--- src/rtl/cascade_pkg.sv ---
package cascade_pkg;

  typedef enum logic [2:0] {
    ST_IDLE,
    ST_PREQ,
    ST_PWAIT,
    ST_SER,
    ST_DRAIN,
    ST_CHECK
  } casc_state_t;

  localparam int DEF_STAGES = 25;

  localparam int unsigned DEF_CNT [DEF_STAGES] = '{
    9, 16, 27, 32, 52, 53, 62, 72, 83, 91, 99, 115, 127,
    135, 136, 137, 159, 155, 169, 196, 197, 181, 199, 211, 200
  };

endpackage

--- src/rtl/casc_stage_rom.sv ---
module casc_stage_rom #(
  parameter int          NUM_STAGES = 25,
  parameter int          CNT_W      = 8,
  parameter int          IDX_W      = 12,
  parameter int          SW         = 5,
  parameter int unsigned CNT [NUM_STAGES] = cascade_pkg::DEF_CNT
) (
  input  logic [SW-1:0]    stage,
  output logic [CNT_W-1:0] cnt,
  output logic [IDX_W-1:0] base
);

  function automatic int unsigned base_of(input int g);
    int unsigned s;
    s = 0;
    for (int i = 0; i < g; i++) s += CNT[i];
    return s;
  endfunction

  logic [CNT_W-1:0] cnt_tab  [NUM_STAGES];
  logic [IDX_W-1:0] base_tab [NUM_STAGES];

  for (genvar g = 0; g < NUM_STAGES; g++) begin : g_tab
    localparam int unsigned B = base_of(g);
    localparam int unsigned C = CNT[g];
    assign cnt_tab[g]  = C[CNT_W-1:0];
    assign base_tab[g] = B[IDX_W-1:0];
  end

  assign cnt  = cnt_tab[stage];
  assign base = base_tab[stage];

endmodule

--- src/rtl/casc_lane_sum.sv ---
module casc_lane_sum #(
  parameter int LANES  = 27,
  parameter int LEAF_W = 16,
  parameter int ACC_W  = 24,
  parameter int CNT_W  = 8
) (
  input  logic [LANES*LEAF_W-1:0] leaves,
  input  logic [CNT_W-1:0]        cnt,
  output logic signed [ACC_W-1:0] total
);

  logic signed [ACC_W-1:0] term [LANES];

  for (genvar g = 0; g < LANES; g++) begin : g_lane
    logic [LEAF_W-1:0] lf;
    assign lf      = leaves[g*LEAF_W +: LEAF_W];
    assign term[g] = (cnt > CNT_W'(g)) ? {{(ACC_W-LEAF_W){lf[LEAF_W-1]}}, lf} : '0;
  end

  always_comb begin
    total = '0;
    for (int i = 0; i < LANES; i++) total = total + term[i];
  end

endmodule

--- src/rtl/casc_ser_track.sv ---
module casc_ser_track #(
  parameter int CNT_W = 8
) (
  input  logic             clk,
  input  logic             rst_n,
  input  logic             clr,
  input  logic             issue,
  input  logic             accept,
  output logic [CNT_W-1:0] issued,
  output logic [CNT_W-1:0] rcvd
);

  logic [CNT_W-1:0] issued_d, rcvd_d;
  logic             iss_en, rcv_en;

  always_comb begin
    iss_en   = clr | issue;
    rcv_en   = clr | accept;
    issued_d = clr ? '0 : issued + CNT_W'(1);
    rcvd_d   = clr ? '0 : rcvd + CNT_W'(1);
  end

  always_ff @(posedge clk or negedge rst_n) begin
    if (!rst_n) begin
      issued <= '0;
      rcvd   <= '0;
    end else begin
      if (iss_en) issued <= issued_d;
      if (rcv_en) rcvd   <= rcvd_d;
    end
  end

endmodule

--- src/rtl/casc_ctrl.sv ---
module casc_ctrl
  import cascade_pkg::*;
#(
  parameter int          NUM_STAGES = 25,
  parameter int          PAR_STAGES = 3,
  parameter int          PAR_LANES  = 27,
  parameter int          LEAF_W     = 16,
  parameter int          ACC_W      = 24,
  parameter int          CNT_W      = 8,
  parameter int          IDX_W      = 12,
  parameter int          X_W        = 10,
  parameter int          Y_W        = 9,
  parameter int unsigned CNT [NUM_STAGES] = cascade_pkg::DEF_CNT,
  localparam int         SW = $clog2(NUM_STAGES)
) (
  input  logic                    clk,
  input  logic                    rst_n,
  input  logic                    win_start,
  input  logic [X_W-1:0]          win_x,
  input  logic [Y_W-1:0]          win_y,
  output logic                    busy,
  output logic [SW-1:0]           stage_idx,
  input  logic [ACC_W-1:0]        stage_thr,
  output logic                    par_req,
  input  logic                    par_ack,
  input  logic [PAR_LANES*LEAF_W-1:0] par_leaves,
  output logic                    cls_valid,
  output logic [IDX_W-1:0]        cls_idx,
  input  logic                    leaf_valid,
  input  logic [LEAF_W-1:0]       leaf_val,
  output logic                    det_valid,
  output logic                    det_face,
  output logic [X_W-1:0]          det_x,
  output logic [Y_W-1:0]          det_y,
  output logic [SW-1:0]           det_stage
);

  localparam logic [SW-1:0] LAST_STG = SW'(NUM_STAGES - 1);
  localparam logic [SW-1:0] PAR_LIM  = SW'(PAR_STAGES);

  // reset: asserted asynchronously, released on the clock
  logic rs1_q, rs2_q, rst_i;
  always_ff @(posedge clk or negedge rst_n) begin
    if (!rst_n) begin
      rs1_q <= 1'b0;
      rs2_q <= 1'b0;
    end else begin
      rs1_q <= 1'b1;
      rs2_q <= rs1_q;
    end
  end
  assign rst_i = rs2_q;

  casc_state_t             st_q, st_d;
  logic [SW-1:0]           stg_q, stg_d;
  logic signed [ACC_W-1:0] acc_q, acc_d;
  logic [X_W-1:0]          x_q;
  logic [Y_W-1:0]          y_q;
  logic                    dv_q, dv_d, df_q, df_d;
  logic [SW-1:0]           ds_q, ds_d;
  logic                    xy_en, acc_en, stg_en, res_en, stage_clr;

  logic [CNT_W-1:0]        cur_cnt, issued, rcvd;
  logic [IDX_W-1:0]        cur_base;
  logic signed [ACC_W-1:0] lane_total, leaf_ext, thr_s;
  logic                    ser_accept, stage_pass, last_issue, next_par;

  casc_stage_rom #(
    .NUM_STAGES(NUM_STAGES), .CNT_W(CNT_W), .IDX_W(IDX_W), .SW(SW), .CNT(CNT)
  ) u_rom (
    .stage(stg_q), .cnt(cur_cnt), .base(cur_base)
  );

  casc_lane_sum #(
    .LANES(PAR_LANES), .LEAF_W(LEAF_W), .ACC_W(ACC_W), .CNT_W(CNT_W)
  ) u_lanes (
    .leaves(par_leaves), .cnt(cur_cnt), .total(lane_total)
  );

  casc_ser_track #(.CNT_W(CNT_W)) u_track (
    .clk(clk), .rst_n(rst_i), .clr(stage_clr), .issue(cls_valid),
    .accept(ser_accept), .issued(issued), .rcvd(rcvd)
  );

  assign leaf_ext   = {{(ACC_W-LEAF_W){leaf_val[LEAF_W-1]}}, leaf_val};
  assign thr_s      = stage_thr;
  assign ser_accept = leaf_valid && (st_q == ST_SER || st_q == ST_DRAIN);
  assign stage_pass = (acc_q >= thr_s);
  assign last_issue = (issued + CNT_W'(1) == cur_cnt);
  assign next_par   = (PAR_LIM > stg_q + SW'(1));

  // next-state process
  always_comb begin
    st_d      = st_q;
    stg_d     = stg_q;
    acc_d     = acc_q;
    dv_d      = 1'b0;
    df_d      = df_q;
    ds_d      = ds_q;
    xy_en     = 1'b0;
    stage_clr = 1'b0;
    unique case (st_q)
      ST_IDLE: begin
        if (win_start) begin
          xy_en     = 1'b1;
          stg_d     = '0;
          acc_d     = '0;
          stage_clr = 1'b1;
          st_d      = (PAR_STAGES > 0) ? ST_PREQ : ST_SER;
        end
      end
      ST_PREQ:  st_d = ST_PWAIT;
      ST_PWAIT: begin
        if (par_ack) begin
          acc_d = lane_total;
          st_d  = ST_CHECK;
        end
      end
      ST_SER: begin
        if (ser_accept) acc_d = acc_q + leaf_ext;
        if (last_issue) st_d = ST_DRAIN;
      end
      ST_DRAIN: begin
        if (ser_accept) acc_d = acc_q + leaf_ext;
        if (rcvd == cur_cnt) st_d = ST_CHECK;
      end
      ST_CHECK: begin
        if (!stage_pass || stg_q == LAST_STG) begin
          dv_d = 1'b1;
          df_d = stage_pass;
          ds_d = stg_q;
          st_d = ST_IDLE;
        end else begin
          stg_d     = stg_q + SW'(1);
          acc_d     = '0;
          stage_clr = 1'b1;
          st_d      = next_par ? ST_PREQ : ST_SER;
        end
      end
      default: st_d = ST_IDLE;
    endcase
    acc_en = (acc_d != acc_q);
    stg_en = (stg_d != stg_q);
    res_en = dv_d;
  end

  // register process
  always_ff @(posedge clk or negedge rst_i) begin
    if (!rst_i) begin
      st_q  <= ST_IDLE;
      stg_q <= '0;
      acc_q <= '0;
      x_q   <= '0;
      y_q   <= '0;
      dv_q  <= 1'b0;
      df_q  <= 1'b0;
      ds_q  <= '0;
    end else begin
      st_q <= st_d;
      dv_q <= dv_d;
      if (stg_en) stg_q <= stg_d;
      if (acc_en) acc_q <= acc_d;
      if (xy_en) begin
        x_q <= win_x;
        y_q <= win_y;
      end
      if (res_en) begin
        df_q <= df_d;
        ds_q <= ds_d;
      end
    end
  end

  assign busy      = (st_q != ST_IDLE);
  assign stage_idx = stg_q;
  assign par_req   = (st_q == ST_PREQ);
  assign cls_valid = (st_q == ST_SER);
  assign cls_idx   = cur_base + IDX_W'(issued);
  assign det_valid = dv_q;
  assign det_face  = df_q;
  assign det_stage = ds_q;
  assign det_x     = x_q;
  assign det_y     = y_q;

endmodule

--- config.mk ---
export PLATFORM = sky130hd
export DESIGN_NAME = casc_ctrl
export DESIGN_NICKNAME = d
export VERILOG_FILES = /design/src/rtl/cascade_pkg.sv /design/src/rtl/casc_stage_rom.sv /design/src/rtl/casc_lane_sum.sv /design/src/rtl/casc_ser_track.sv /design/src/rtl/casc_ctrl.sv
export SDC_FILE = /design/constraint.sdc
export NUM_CORES = 1
export LEC_CHECK = 0
export BUFFER_PORTS_ARGS = -buffer_cell sky130_fd_sc_hd__buf_2
export CORE_AREA = 3 3 210 212
export CTS_CLUSTER_DIAMETER = 30
export DETAILED_ROUTE_END_ITERATION = 8
export DIE_AREA = 0 0 213 215
export GPL_ROUTABILITY_DRIVEN = 0
export GPL_TIMING_DRIVEN = 0
export HOLD_SLACK_MARGIN = 0.08
export PLACE_DENSITY_LB_ADDON = 0.2
export SKIP_LAST_GASP = 1
export SLEW_MARGIN = 20
export SYNTH_ARGS = -nofsm -noshare
export SYNTH_HDL_FRONTEND = slang
export SYNTH_SLANG_ARGS = --single-unit
--- constraint.sdc ---
create_clock -name clk -period 3.7 [get_ports clk]
set_input_delay 0 -clock clk [delete_from_list [all_inputs] [get_ports clk]]
set_output_delay 0 -clock clk [all_outputs]
set_load 0.005 [all_outputs]
==> flow_summary.ini, run 1 <==
[floorplanning]
row_count = 75
die_w_microns = 213
io_pins = 542
die-area_sq_um = 45800
start_util_pct = 46.9
die_height_microns = 215
core_region_area_sq_um = 42100

[global_routing]
grt_pass1_wl_mm = 112
grt_max_degree = 41
antenna_found_initial = 23
track_usage_pct = 31.9
grt_pass1_vias = 20200
grt_overflow = 0

[synth]
yosysSeqAreaShare_pct = 9.62
synth_warnings = 0
synthFlopType = dfrtp_1
synth_edf_count = 0
synthArstFlopShare_pct = 100
synth_cell_types = 65
ys_ff_latch = 76
syn_area_sq_um = 19800
synth_nets = 3309
syn_inst = 2287
syn_avg_cell_area_sq_um = 8.64

[sta]
finalMaxSlewViolations = 0
setup_violations = 24
finalCriticalPeriod_ns = 8.39
rsz0062_at_grt = true
fin_skew_ns = 0.00857
fmax_mhz = 119
worst_pin_slew_ns = 1.09
timing.slew.headroom_pct = 26.7
whs_ns = 0.111
worst_slack_ns = -4.69
finalCritPeriodShare_pct = 227
final-hold-violation-count = 0

[critical_path]
crit_start = stage_idx[0]
start_kind = flip-flop
path_class = reg -> reg
cp.required_ns = 3.93
end_kind = flip-flop
crit_family = adder cells
reg2regPathDepth = 34
cp-endpoint = acc_q[23]
crit_path_top_delay_cell = fa_1
r2r-start = stage_idx[0]
worstReg2RegEnd = acc_q[23]
ff2ff_setup_slack_ns = -4.69
critical_path_buf_inv_count = 10
crit_fanout = 7
cpPeakStageDelay_ns = 0.62
crit_cells = 34
critPathArrivalTime_ns = 8.62

[drt]
vias_per_cell = 5.28
firstDrtPassIters = 7
wl_met1_mm = 29.2
drc = 0
wirelength_mm = 75.3
vias = 19000
drtIter0Drc = 1434
ant_nets = 0
wl_met3_mm = 4.60
wl_met2_mm = 37.5
top_layer_used = met5
wl_per_cell_microns = 21.0

[finish]
final_common_cell = buf_2
syn_to_final_growth_pct = 37.9
design_area_sq_um = 27200
final_layout_size_suffix_gt1_share_pct = 35.3
final_cell_mix = buf_2, inv_1, nand2_1, fa_1, buf_4
nNetsFinal = 4048

[placement]
dpl_cell_area_sq_um = 23900
place_hpwl_mm = 62.2
io_buffer_count = 541

[clock_network]
clkTransAtPathRegs_ns = 0.07
clock_sinks = 76
cts_htree_levels = 3
ctsLongestPathBuffers = 2
clkLatencyLatePin_ns = 0.34
cts_tree = yes
cts-buffers-inserted = 9
cts_root_buffer = clkbuf_16

[hold_path]
hp-class = in -> reg

[status]
status = complete, but fails checks
failed_checks = setup timing

[job]
drv_cap = 0
-- metrics by stage --
stage	setup TNS (ns)	util, %	std cells	setup WS (ns)
floorplan	-80.13	-	2287	-3.98
global placement	-106.23	56.7	3367	-5.20
detailed placement	-107.41	56.7	3368	-5.26
CTS	-93.62	62.0	3511	-4.53
global route	-102.88	64.6	3587	-4.99
finish	-96.74	64.7	3591	-4.69
-- registers in the layout (all words and copies together) (netlist names), 3 cells and up --
register	flops
acc_q	24
det_x	10
det_y	9
u_track.issued	8
u_track.rcvd	8
det_stage	5
stage_idx	5
st_q	3
-- worst reg2reg max path: cells and delay by family (launching register included) --
kind                       cells  cell delay (ns)
AOI/OAI and AO/OA              6             1.23
DFF                            1             0.51
adders and majority gates      8             3.91
buffers and inverters         10             1.06
and+or+nand+nor               10             1.56
-- worst min path at each step --
stage                      from        to  slack [ns]  depth (start not counted)
floorplan                 rst_n     rs1_q       -0.30                          0
global placement          rst_n     rs1_q       -0.21                          1
detailed placement        rst_n     rs1_q       -0.21                          1
CTS                 leaf_val[1]  acc_q[1]         0.1                          4
global route        leaf_val[1]  acc_q[1]        0.17                          4
finish              leaf_val[1]  acc_q[1]        0.11                          4
-- cells in the mapped netlist (4+ instances only) --
library cell	count	area share, %
a211o_1	5	0.22
a211oi_1	8	0.30
a21o_1	17	0.65
a21oi_1	74	1.9
a22oi_1	10	0.38
a31oi_1	16	0.51
and2_1	97	3.1
and3_1	7	0.22
and4_1	4	0.18
buf_1	4	0.076
buf_2	13	0.33
clkbuf_1	47	0.89
dfrtp_1	76	9.6
fa_1	419	42
ha_1	107	6.8
inv_1	502	9.5
mux2_2	5	0.28
mux2i_1	5	0.25
nand2_1	480	9.1
nand2b_1	15	0.47
nand3_1	26	0.66
nand4_1	10	0.32
nor2_1	51	0.97
nor2b_1	26	0.82
nor3_1	8	0.20
o211ai_1	10	0.38
o21a_1	7	0.27
o21ai_0	66	1.7
o21ai_1	5	0.13
o21bai_1	11	0.42
o221ai_1	12	0.53
o22ai_1	4	0.13
o31ai_1	4	0.15
or2_2	4	0.13
or3_1	6	0.19
xnor2_1	45	2.0
xor2_1	36	1.6
-- area by class of cell --
cell class | instances | area (sq um)
clock buffer | 9 | 225
antenna | 21 | 52.6
tap | 539 | 674
inverter | 506 | 1920
buffer | 64 | 651
timing repair buffer | 728 | 4460
clock inverter | 7 | 82.6
sequential | 76 | 1910
multi-input combinational | 1641 | 17300
fill | 3399 | 14900
-- metal layers --
layer	up-vias	track usage, %
met1	9436	40.3
met3	211	4.86
met2	858	54.1
li1	8465	-
met4	8	14.0
met5	-	0
-- cell families (layout without fill, tap and decap cells) --
| kind of cell | Yosys count | after routing | synth area share (%) |
|---|---|---|---|
| xor gates and xnor gates | 82 | 82 | 3.70 |
| adders and majority gates | 526 | 526 | 49.2 |
| other | 1 | 22 | 0.0190 |
| buffers and inverters | 570 | 1314 | 10.9 |
| muxes | 13 | 13 | 0.880 |
| and+or+nand+nor | 741 | 741 | 16.6 |
| DFF | 76 | 76 | 9.62 |
| AOI/OAI and AO/OA | 278 | 278 | 9.04 |
-- repair_timing --
item,4_1_cts,5_1_grt
hold buffers,23,0
pin swaps,93,124
setup endpoints to repair,28,45
hold endpoints to repair,23,0
gates resized for setup,207,152
gates cloned,0,4
buffers inserted,104,58
Power of run 1 is not shown: default switching activity piles up to over one toggle a cycle in this logic, so the estimate is an artifact.
==> run 2, diff against run 1 <==
--- a/config.mk
+++ b/config.mk
@@ -14,6 +14,8 @@
 export GPL_TIMING_DRIVEN = 0
 export HOLD_SLACK_MARGIN = 0.08
 export PLACE_DENSITY_LB_ADDON = 0.2
+export RECOVER_POWER = 25
+export SETUP_SLACK_MARGIN = 0.15
 export SKIP_LAST_GASP = 1
 export SLEW_MARGIN = 20
 export SYNTH_ARGS = -nofsm -noshare
==> run 2 against run 1 <==
Wire length shrank 1.7%. Critical path type unchanged. Hold slack lost 0.0018 ns. Final cell count shrank 0.19%. First-iteration DRC count shrank 9.0%. The run still ends with setup timing left. Maximum frequency grew 0.20%. Final area shrank 0.74%. Non-clock buffer count shrank 8. Clock skew shrank 0.0016 ns. Core utilization shrank 0.48 points. Clock-buffer cell count is the same. Via count shrank 0.71%. Register-to-register slack gained 0.02 ns. Largest cell class unchanged.
==> flow_summary.ini, run 2 (same netlist as run 1, synthesis figures left out) <==
[global_routing]
grt_use_met3_pct = 4.86
track_usage_pct = 31.9
grt_overflow = 0
grtUsageMet2_pct = 54.1
antenna_found_initial = 24
grt_pass1_vias = 20200
met1_usage_pct = 40.3
grt_pass1_wl_mm = 112
busiest_layer = met2
grt_max_degree = 41

[sta]
finalCriticalPeriod_ns = 8.38
whs_ns = 0.109
rsz0062_at_grt = true
worst_pin_slew_ns = 1.46
finalCritPeriodShare_pct = 226
fin_skew_ns = 0.00695
tns_ns = -97.39
finalMaxSlewViolations = 0
final-hold-violation-count = 0
worst_slack_ns = -4.68
fmax_mhz = 119
setup_violations = 24
timing.slew.headroom_pct = 2.48

[finish]
multi_input_area_sq_um = 17200
fill_cells = 3437
regMostFlops = acc_q
syn_to_final_growth_pct = 36.9
largest_reg_flops = 24
nNetsFinal = 4040
final_cell_mix = buf_2, inv_1, nand2_1, fa_1, buf_4
final_layout_size_suffix_gt1_share_pct = 34.5
final_common_cell = buf_2
register_area_sq_um = 1910

[critical_path]
cp.required_ns = 3.91
end_kind = flip-flop
crit_path_frequent_cell = fa_1
crit_fanout = 8
path_class = reg -> reg
critPathArrivalTime_ns = 8.58
start_kind = flip-flop
cpPeakStageDelay_ns = 0.58
crit_path_top_delay_cell = fa_1

[drt]
vias_per_cell = 5.26
wirelength_mm = 74.0
firstDrtPassIters = 5
vias = 18800
drtIter0Drc = 1305
drc = 0
wl_per_cell_microns = 20.6
ant_nets = 0

[floorplanning]
die_height_microns = 215
io_pins = 542
die_w_microns = 213
start_util_pct = 46.9
die-area_sq_um = 45800
core_region_area_sq_um = 42100
row_count = 75

[clock_network]
ctsLongestPathBuffers = 2
clkTransAtPathRegs_ns = 0.07
cts_htree_levels = 3
cts_root_buffer = clkbuf_16
clkLatencyLatePin_ns = 0.34
cts-buffers-inserted = 9
clock_sinks = 76
cts_tree = yes

[placement]
pre_cts_ws_ns = -5.26
io_buffer_count = 541
place_hpwl_mm = 62.2

[job]
drv_cap = 0

[status]
status = complete, but fails checks
failed_checks = setup timing

[hold_path]
hp-class = in -> reg
-- run 2: path summary, 6_finish.rpt --
check                      depth (start not counted)            to    startpoint  slack [ns]
setup reg to reg                                  34     acc_q[19]  stage_idx[1]       -4.68
hold reg to reg                                    0         rs2_q         rs1_q        0.35
max in group asynchronous                          0  stage_idx[4]         rs2_q        2.12
min in group asynchronous                          3         rs2_q         rst_n        0.51
setup / recovery                                  34     acc_q[19]  stage_idx[1]       -4.68
hold / removal                                     4      acc_q[1]   leaf_val[1]        0.11
-- run 2: worst max-delay path: cells and delay by family, from the launching register on --
kind,cells,cell delay [ns]
muxes,1,0.07
buffers and inverters,11,1.18
DFF,1,0.46
AOI/OAI and AO/OA,8,1.54
adders and majority gates,10,4.24
xor gates and xnor gates,1,0.21
and+or+nand+nor,3,0.52
-- run 2: through the flow --
stage,utilization (%),cells,cell area (sq um)
2_1_floorplan,-,2287,20500
3_3_place_gp,56.7,3367,23900
3_5_place_dp,56.7,3368,23900
4_1_cts,62.0,3511,26100
5_1_grt,64.2,3580,27000
6_report,64.2,3584,27000
-- run 2: timing repair --
item                                    CTS  global route
buffers inserted                        104            50
hold buffers                             23             0
gates cloned                              0             1
hold endpoints to repair                 23             0
resized for setup                       210           121
endpoints found under the setup margin   40            41
pin swaps                                93           108
-- run 2: final cells by class --
| cell class | count | share of cell area (%) |
|---|---|---|
| plain buffers | 64 | 2.40 |
| well taps | 539 | 2.49 |
| repair buffers | 720 | 16.0 |
| flip-flops and latches | 76 | 7.06 |
| clock buffers | 9 | 0.833 |
| diodes | 22 | 0.204 |
| clock inverters | 7 | 0.305 |
| inverters | 506 | 7.08 |
| multi-input cells | 1641 | 63.6 |
-- run 2: layer usage --
layer	part of all wire, %	vias up
li1	-	8440
met1	38	9320
met2	50	873
met3	6.6	202
met4	4.9	8
met5	0.077	-
Power of run 2 is left out for the same reason.
